==> src/rtl/rx_reasm_pkg.sv <==
package rx_reasm_pkg;
  localparam int SLOT_W    = 32;
  localparam int SLOT_B    = SLOT_W / 8;
  localparam int HLEN_W    = 9;
  localparam int HLEN_LSB  = 16;
  localparam int HDONE_BIT = 31;

  typedef enum logic [2:0] {
    ST_IDLE, ST_HDR, ST_BODY, ST_STREAM, ST_CHECK, ST_NEXT, ST_DONE
  } st_e;

  typedef enum logic [1:0] {
    ERR_NONE = 2'd0, ERR_SIZE = 2'd1, ERR_PEER = 2'd2, ERR_TIME = 2'd3
  } err_e;
endpackage

==> src/rtl/rx_hdr_dec.sv <==
module rx_hdr_dec
  import rx_reasm_pkg::*;
#(
  parameter int BUF_W = 12
) (
  input  logic [SLOT_W-1:0] word_i,
  input  logic [BUF_W-1:0]  left_i,
  output logic [HLEN_W-1:0] len_o,
  output logic [HLEN_W-2:0] words_o,
  output logic              cmpl_o,
  output logic              fits_o
);
  localparam int LW = (BUF_W > HLEN_W) ? BUF_W : HLEN_W;

  logic [HLEN_W:0] len_rnd;

  always_comb begin
    len_o   = word_i[HLEN_LSB +: HLEN_W];
    cmpl_o  = word_i[HDONE_BIT];
    len_rnd = {1'b0, len_o} + (HLEN_W+1)'(SLOT_B - 1);
    words_o = len_rnd[HLEN_W:2];
    fits_o  = LW'(len_o) <= LW'(left_i);
  end
endmodule

==> src/rtl/rx_wait_timer.sv <==
module rx_wait_timer #(
  parameter int TO_W = 16
) (
  input  logic            clk_i,
  input  logic            rst_ni,
  input  logic            run_i,
  input  logic [TO_W-1:0] limit_i,
  output logic            expired_o
);
  logic [TO_W-1:0] cnt_q;

  assign expired_o = run_i && (cnt_q == limit_i);

  // counter clears whenever no wait is in progress
  always_ff @(posedge clk_i or negedge rst_ni) begin
    if (!rst_ni)                 cnt_q <= '0;
    else if (!run_i)             cnt_q <= '0;
    else if (!expired_o)         cnt_q <= cnt_q + 1'b1;
  end
endmodule

==> src/rtl/rx_byte_sel.sv <==
module rx_byte_sel #(
  parameter int W  = 32,
  localparam int NB = W / 8,
  localparam int IW = (NB > 1) ? $clog2(NB) : 1
) (
  input  logic [W-1:0]  word_i,
  input  logic [IW-1:0] idx_i,
  output logic [7:0]    byte_o
);
  logic [7:0] lane [NB];

  for (genvar g = 0; g < NB; g++) begin : g_lane
    assign lane[g] = word_i[8*g +: 8];
  end

  assign byte_o = lane[idx_i];
endmodule

==> src/rtl/rx_reasm.sv <==
module rx_reasm
  import rx_reasm_pkg::*;
#(
  parameter int BUF_W = 12,
  parameter int CNT_W = 8,
  parameter int TO_W  = 16
) (
  input  logic              clk_i,
  input  logic              rst_ni,
  input  logic              start_i,
  input  logic [BUF_W-1:0]  max_len_i,
  input  logic [TO_W-1:0]   timeout_i,
  input  logic [CNT_W-1:0]  fill_cnt_i,
  input  logic [31:0]       slot_data_i,
  input  logic              peer_rdy_i,
  output logic              slot_pop_o,
  output logic              irq_clr_o,
  output logic              irq_gen_o,
  output logic [7:0]        byte_data_o,
  output logic              byte_valid_o,
  input  logic              byte_ready_i,
  output logic              busy_o,
  output logic              done_o,
  output logic              ok_o,
  output logic [1:0]        err_o,
  output logic [BUF_W-1:0]  rx_len_o,
  output logic              zero_warn_o
);
  localparam int CW  = (CNT_W > HLEN_W-1) ? CNT_W : HLEN_W-1;
  localparam int BIW = $clog2(SLOT_B);

  st_e               st_q;
  err_e              err_q;
  logic [BUF_W-1:0]  left_q, total_q;
  logic [HLEN_W-1:0] rem_q;
  logic [HLEN_W-2:0] nwords_q;
  logic [BIW-1:0]    bidx_q;
  logic              cmpl_q, tail_q, ok_q, warn_q;

  logic [HLEN_W-1:0] h_len;
  logic [HLEN_W-2:0] h_words;
  logic              h_cmpl, h_fits;
  logic              fill_any, fill_ge, wait_run, expired, last_in_word, hs;

  rx_hdr_dec #(.BUF_W(BUF_W)) u_dec (
    .word_i (slot_data_i),
    .left_i (left_q),
    .len_o  (h_len),
    .words_o(h_words),
    .cmpl_o (h_cmpl),
    .fits_o (h_fits)
  );

  rx_wait_timer #(.TO_W(TO_W)) u_tmr (
    .clk_i    (clk_i),
    .rst_ni   (rst_ni),
    .run_i    (wait_run),
    .limit_i  (timeout_i),
    .expired_o(expired)
  );

  rx_byte_sel #(.W(SLOT_W)) u_sel (
    .word_i(slot_data_i),
    .idx_i (bidx_q),
    .byte_o(byte_data_o)
  );

  always_comb begin
    fill_any     = fill_cnt_i != '0;
    fill_ge      = CW'(fill_cnt_i) >= CW'(nwords_q);
    wait_run     = (st_q == ST_HDR && !fill_any) || (st_q == ST_BODY && !fill_ge);
    last_in_word = (bidx_q == BIW'(SLOT_B - 1)) || (rem_q == HLEN_W'(1));
    hs           = (st_q == ST_STREAM) && byte_ready_i;
    byte_valid_o = st_q == ST_STREAM;
    slot_pop_o   = (st_q == ST_HDR && fill_any) || (hs && last_in_word);
    irq_clr_o    = st_q == ST_IDLE && start_i;
    irq_gen_o    = st_q == ST_NEXT && !cmpl_q && !fill_any;
    busy_o       = st_q != ST_IDLE;
    done_o       = st_q == ST_DONE;
    ok_o         = ok_q;
    err_o        = err_q;
    rx_len_o     = total_q;
    zero_warn_o  = warn_q;
  end

  always_ff @(posedge clk_i or negedge rst_ni) begin
    if (!rst_ni) begin
      st_q     <= ST_IDLE;
      err_q    <= ERR_NONE;
      left_q   <= '0;
      total_q  <= '0;
      rem_q    <= '0;
      nwords_q <= '0;
      bidx_q   <= '0;
      cmpl_q   <= 1'b0;
      tail_q   <= 1'b0;
      ok_q     <= 1'b0;
      warn_q   <= 1'b0;
    end else begin
      unique case (st_q)
        ST_IDLE: if (start_i) begin
          st_q    <= ST_HDR;
          left_q  <= max_len_i;
          total_q <= '0;
          err_q   <= ERR_NONE;
          ok_q    <= 1'b0;
          warn_q  <= 1'b0;
        end
        ST_HDR: begin
          if (fill_any) begin
            if (!h_fits) begin
              err_q <= ERR_SIZE;
              st_q  <= ST_DONE;
            end else begin
              rem_q    <= h_len;
              nwords_q <= h_words;
              cmpl_q   <= h_cmpl;
              left_q   <= left_q - BUF_W'(h_len);
              total_q  <= total_q + BUF_W'(h_len);
              if (h_len == '0) warn_q <= 1'b1;
              bidx_q   <= '0;
              tail_q   <= 1'b0;
              st_q     <= ST_BODY;
            end
          end else if (expired) begin
            err_q <= ERR_TIME;
            st_q  <= ST_DONE;
          end
        end
        ST_BODY: begin
          if (fill_ge) st_q <= (rem_q >= HLEN_W'(SLOT_B)) ? ST_STREAM : ST_CHECK;
          else if (expired) begin
            err_q <= ERR_TIME;
            st_q  <= ST_DONE;
          end
        end
        ST_STREAM: if (byte_ready_i) begin
          rem_q  <= rem_q - 1'b1;
          bidx_q <= bidx_q + 1'b1;
          if (last_in_word) begin
            bidx_q <= '0;
            if (tail_q)                            st_q <= ST_NEXT;
            else if (rem_q <= HLEN_W'(SLOT_B))     st_q <= ST_CHECK;
          end
        end
        ST_CHECK: begin
          if (!peer_rdy_i) begin
            err_q <= ERR_PEER;
            st_q  <= ST_DONE;
          end else if (rem_q != '0) begin
            tail_q <= 1'b1;
            st_q   <= ST_STREAM;
          end else st_q <= ST_NEXT;
        end
        ST_NEXT: begin
          if (cmpl_q) begin
            ok_q <= 1'b1;
            st_q <= ST_DONE;
          end else st_q <= ST_HDR;
        end
        ST_DONE: st_q <= ST_IDLE;
        default: st_q <= ST_IDLE;
      endcase
    end
  end

  AST_NO_EMPTY_POP: assert property (@(posedge clk_i) disable iff (!rst_ni)
    slot_pop_o |-> fill_cnt_i != '0);
  AST_STREAM_HOLD: assert property (@(posedge clk_i) disable iff (!rst_ni)
    (byte_valid_o && !byte_ready_i && !slot_pop_o) |=> (byte_valid_o && $stable(byte_data_o)));
  AST_DONE_PULSE: assert property (@(posedge clk_i) disable iff (!rst_ni)
    done_o |=> !done_o);
  AST_REQ_ONLY_EMPTY: assert property (@(posedge clk_i) disable iff (!rst_ni)
    irq_gen_o |-> fill_cnt_i == '0);
  AST_OK_NO_ERR: assert property (@(posedge clk_i) disable iff (!rst_ni)
    (done_o && ok_o) |-> err_o == 2'd0);
  AST_CLR_STARTS: assert property (@(posedge clk_i) disable iff (!rst_ni)
    irq_clr_o |=> (busy_o && !irq_clr_o));
endmodule

==> config.mk <==
export PLATFORM = sky130hd
export DESIGN_NAME = rx_reasm
export DESIGN_NICKNAME = d
export VERILOG_FILES = /design/src/rtl/rx_reasm_pkg.sv /design/src/rtl/rx_hdr_dec.sv /design/src/rtl/rx_wait_timer.sv /design/src/rtl/rx_byte_sel.sv /design/src/rtl/rx_reasm.sv
export SDC_FILE = /design/constraint.sdc
export NUM_CORES = 1
export LEC_CHECK = 0
export BUFFER_PORTS_ARGS = -buffer_cell sky130_fd_sc_hd__buf_4
export CORE_MARGIN = 4
export CORE_UTILIZATION = 45
export CTS_CLUSTER_SIZE = 40
export DETAILED_ROUTE_END_ITERATION = 12
export MAX_ROUTING_LAYER = met4
export PLACE_DENSITY_LB_ADDON = 0.08
export SKIP_CTS_REPAIR_TIMING = 1
export SLEW_MARGIN = 40
export SYNTH_ARGS = -nofsm -noshare
export SYNTH_HDL_FRONTEND = slang
export SYNTH_SLANG_ARGS = --single-unit
==> constraint.sdc <==
create_clock -name clk_i -period 2.75 [get_ports clk_i]
set_input_delay 0.275 -clock clk_i [delete_from_list [all_inputs] [get_ports clk_i]]
set_output_delay 0.275 -clock clk_i [all_outputs]
set_load 0.01 [all_outputs]
==> results.md <==
* CP Buf/Inv Count at 2
* Vias in the first global route at approximately 4700
* HPWL Detailed at 11040 um
* Tot GR Track Use at 0.2322
* Yosys top cell area share at 0.3360
* TritonCTS Buffers at 9
* Setup TNS at 0 ns
* Post-synth top area cell: dfrtp_1
* Non-Filler Instances at about 840
* WHS at -0.06540 ns
* Clock insertion delay at the later pin of the skew report at around 0.34 ns
* Top post-synthesis cells by count: 68 x dfrtp_1, 65 x nor2_1, 59 x nand2_1
* Clock Tree Buf Depth at 2
* Seq cells post-synth at a little under 70
* Status: finished, violations left
* Vert. Die Dim at 114.1 um
* NetSw at roughly 2.7 mW
* Pins over their slew limit at 0
* # DRC at 0
* Syn Area/Cell at 8.748 um^2
* Final Hold Fails at 68
* DR pass1 iterations at 4
* CP required at 2.97 ns
* Cell count after placement at 819
* Clock skew at about 0.0061 ns
* Asr flop ratio synth at 1.000
* Most instantiated library cell after synthesis: dfrtp_1
* Seq/Total Area, Yosys at 0.3360
* Layout Nets at 796
* Distinct cells, synth at 62
* # H-tree levels at 3
* GRT overflow at 0
* Synth area leaders: dfrtp_1 34%, ha_1 7.7%, xnor2_1 6.2%
* Worst path max stage delay at about 0.4 ns
* WS Path Type: reg2reg
* Synth Flop Type: dfrtp_1
* Sequential power share at 0.270
* Die area at between 10000 and 15000 um^2
* Worst setup EP type: flip-flop
* Via count at 4744
* Critical path startpoint category: flip-flop
* TritonCTS clock tree: done
* Slowest-stage cell, CP: fa_1
* Slew HR at 0.5193
* Peak VDD IR at around 0.53 mV
* Multi-input combinational cell area at about 3100 um^2
* Pwr Density at roughly 970 nW/um^2
* Failing checks: hold timing
* Syn nets at ~700
* Antenna viol nets, final at 0
* Cell count after synthesis at approximately 580
* EDFF count, synth at 0
* Global-route wire length before repair at 23380 um
* # IOs at between 100 and 150
* Max Cap Viol at 0
* P&R area growth vs syn at 25.27%
* Seq. cell area at 1702 um^2
* Drt via density at approximately 5.7
* Internal Power at roughly 3.5 mW
* Core area at between 10000 and 15000 um^2
* Sw Share at 0.4308
* Fin crit share at 0.9377
* Final WL at roughly 15000 um
* Clock Sinks at between 60 and 70
* First DRT Iteration DRCs at 270
* Clk pwr share at 0.192
* Clk slew on worst S/H paths at about 0.060 ns
* Ys Warns at 0
* Unrepaired setup endpoints after global routing: false
* Final Setup Violations at 0
* Fmax at approximately 390 MHz
* Wire length per cell at approximately 18 um
* Final min period at about 2.6 ns
* Peak fanout along the critical path at 14
* Filler instances at 980
* Effective utilization at floorplan at 0.4632
* Comb pwr share at 0.537
* Post-Synthesis Cell Area at 5065 um^2
* Ant. Diodes at 0
* Worst-Margin Slew at 0.7156 ns
* Tightest Hold Check Type: in2async
* CP Cell Sequence: inv_1 -> ha_1 -> fa_1 -> nand2b_1 -> a21oi_2 -> o211ai_2 -> o211ai_4 -> a21oi_4 -> buf_4 -> a211oi_1 -> a21oi_1
* Initial antenna violation count at 0
* Row count at 38
* Leak Pwr at 2.890 nW
* PortBufs at 102
* Gpl congestion at just under 0.9
* Share of cells above drive strength 1 at 0.2317
* Chip width at 114.1 um
* Family with the most delay on the worst path: compound AO/OA/AOI/OAI gates
* Largest net degree at the start of global routing at between 60 and 70
* Clk root buf: clkbuf_16
* Crit path DAT at approximately 2.8 ns
-- cell type report --
cell class	count	share of cell area
clock buffers	9	0.03550
clock inverters	7	0.01183
inverters	31	0.01834
multi-input cells	459	0.4928
flip-flops and latches	68	0.2682
well taps	140	0.02761
repair buffers	121	0.1457
-- metal layers --
layer,GRT usage,share of wire,vias up
li1,-,-,2300
met5,-,0,-
met3,0.03753,0.042,20
met2,0.3938,0.51,104
met4,0.06888,0.019,0
met1,0.2862,0.43,2320
-- power groups by stage --
stage | registers (mW) | clock network, mW | logic [mW]
2_1_floorplan | 1.60 | 0 | 2.33
3_3_place_gp | 1.67 | 0 | 3.24
3_5_place_dp | 1.67 | 0 | 3.30
4_1_cts | 1.66 | 1.21 | 3.32
5_1_grt | 1.71 | 1.26 | 3.68
6_report | 1.67 | 1.19 | 3.32
-- cells in the final DEF, fill, tap and decap left out, types with 15 or more instances in the layout --
cell type	instances
buf_4	119
dfrtp_1	68
nor2_1	65
nand2_1	59
a21oi_1	38
o21ai_0	38
xnor2_1	36
inv_1	31
ha_1	31
nand3_1	18
nor3_1	15
-- cell families (layout without fill, tap and decap cells) --
| family | count (synthesis) | after routing | synth area share |
|---|---|---|---|
| buffers and inverters | 52 | 168 | 0.04768 |
| multiplexers | 13 | 13 | 0.04570 |
| XOR/XNOR | 47 | 47 | 0.08127 |
| AO/OA/AOI/OAI | 153 | 153 | 0.2011 |
| adder cells (fa/ha/maj) | 33 | 33 | 0.08449 |
| flip-flops | 68 | 68 | 0.3360 |
| AND/OR/NAND/NOR | 213 | 213 | 0.2038 |
-- worst paths after layout --
path	slack (ns)	end	depth (start not counted)	startpoint
worst max-delay path	0.17	left_q[1]	11	left_q[0]
worst min-delay path	-0.07	u_tmr.cnt_q[15]	1	rst_ni
worst max register to register	0.17	left_q[1]	11	left_q[0]
worst min register to register	0.49	left_q[6]	2	left_q[6]
max in group asynchronous	2.34	rem_q[4]	1	rst_ni
min in group clk_i	0.21	left_q[0]	3	max_len_i[0]
-- through the flow --
step / total power, mW / instance area [um^2] / util / hold WS (ns) / worst slack [ns]
after floorplan: 3.929 / 5065 / - / -0.02059 / 0.4994
after global placement: 4.904 / 6036 / 0.5519 / 0.4675 / 0.1450
after global routing: 6.650 / 6345 / 0.5802 / 0.009140 / 0.01710
after CTS: 6.192 / 6340 / 0.5797 / -0.02193 / 0.1678
after detailed placement: 4.971 / 6040 / 0.5523 / 0.3406 / 0.1158
final: 6.176 / 6345 / 0.5802 / -0.06540 / 0.1714
-- state kept, by name, summed over array words and instances, names as in the netlist --
signal / cells
tail_q: 1
rem_q: 9
st_q: 3
nwords_q: 8
left_q: 12
zero_warn_o: 1
rx_len_o: 12
bidx_q: 2
err_o: 2
u_tmr.cnt_q: 16
ok_o: 1
cmpl_q: 1
(Power assumes the default switching activity.)
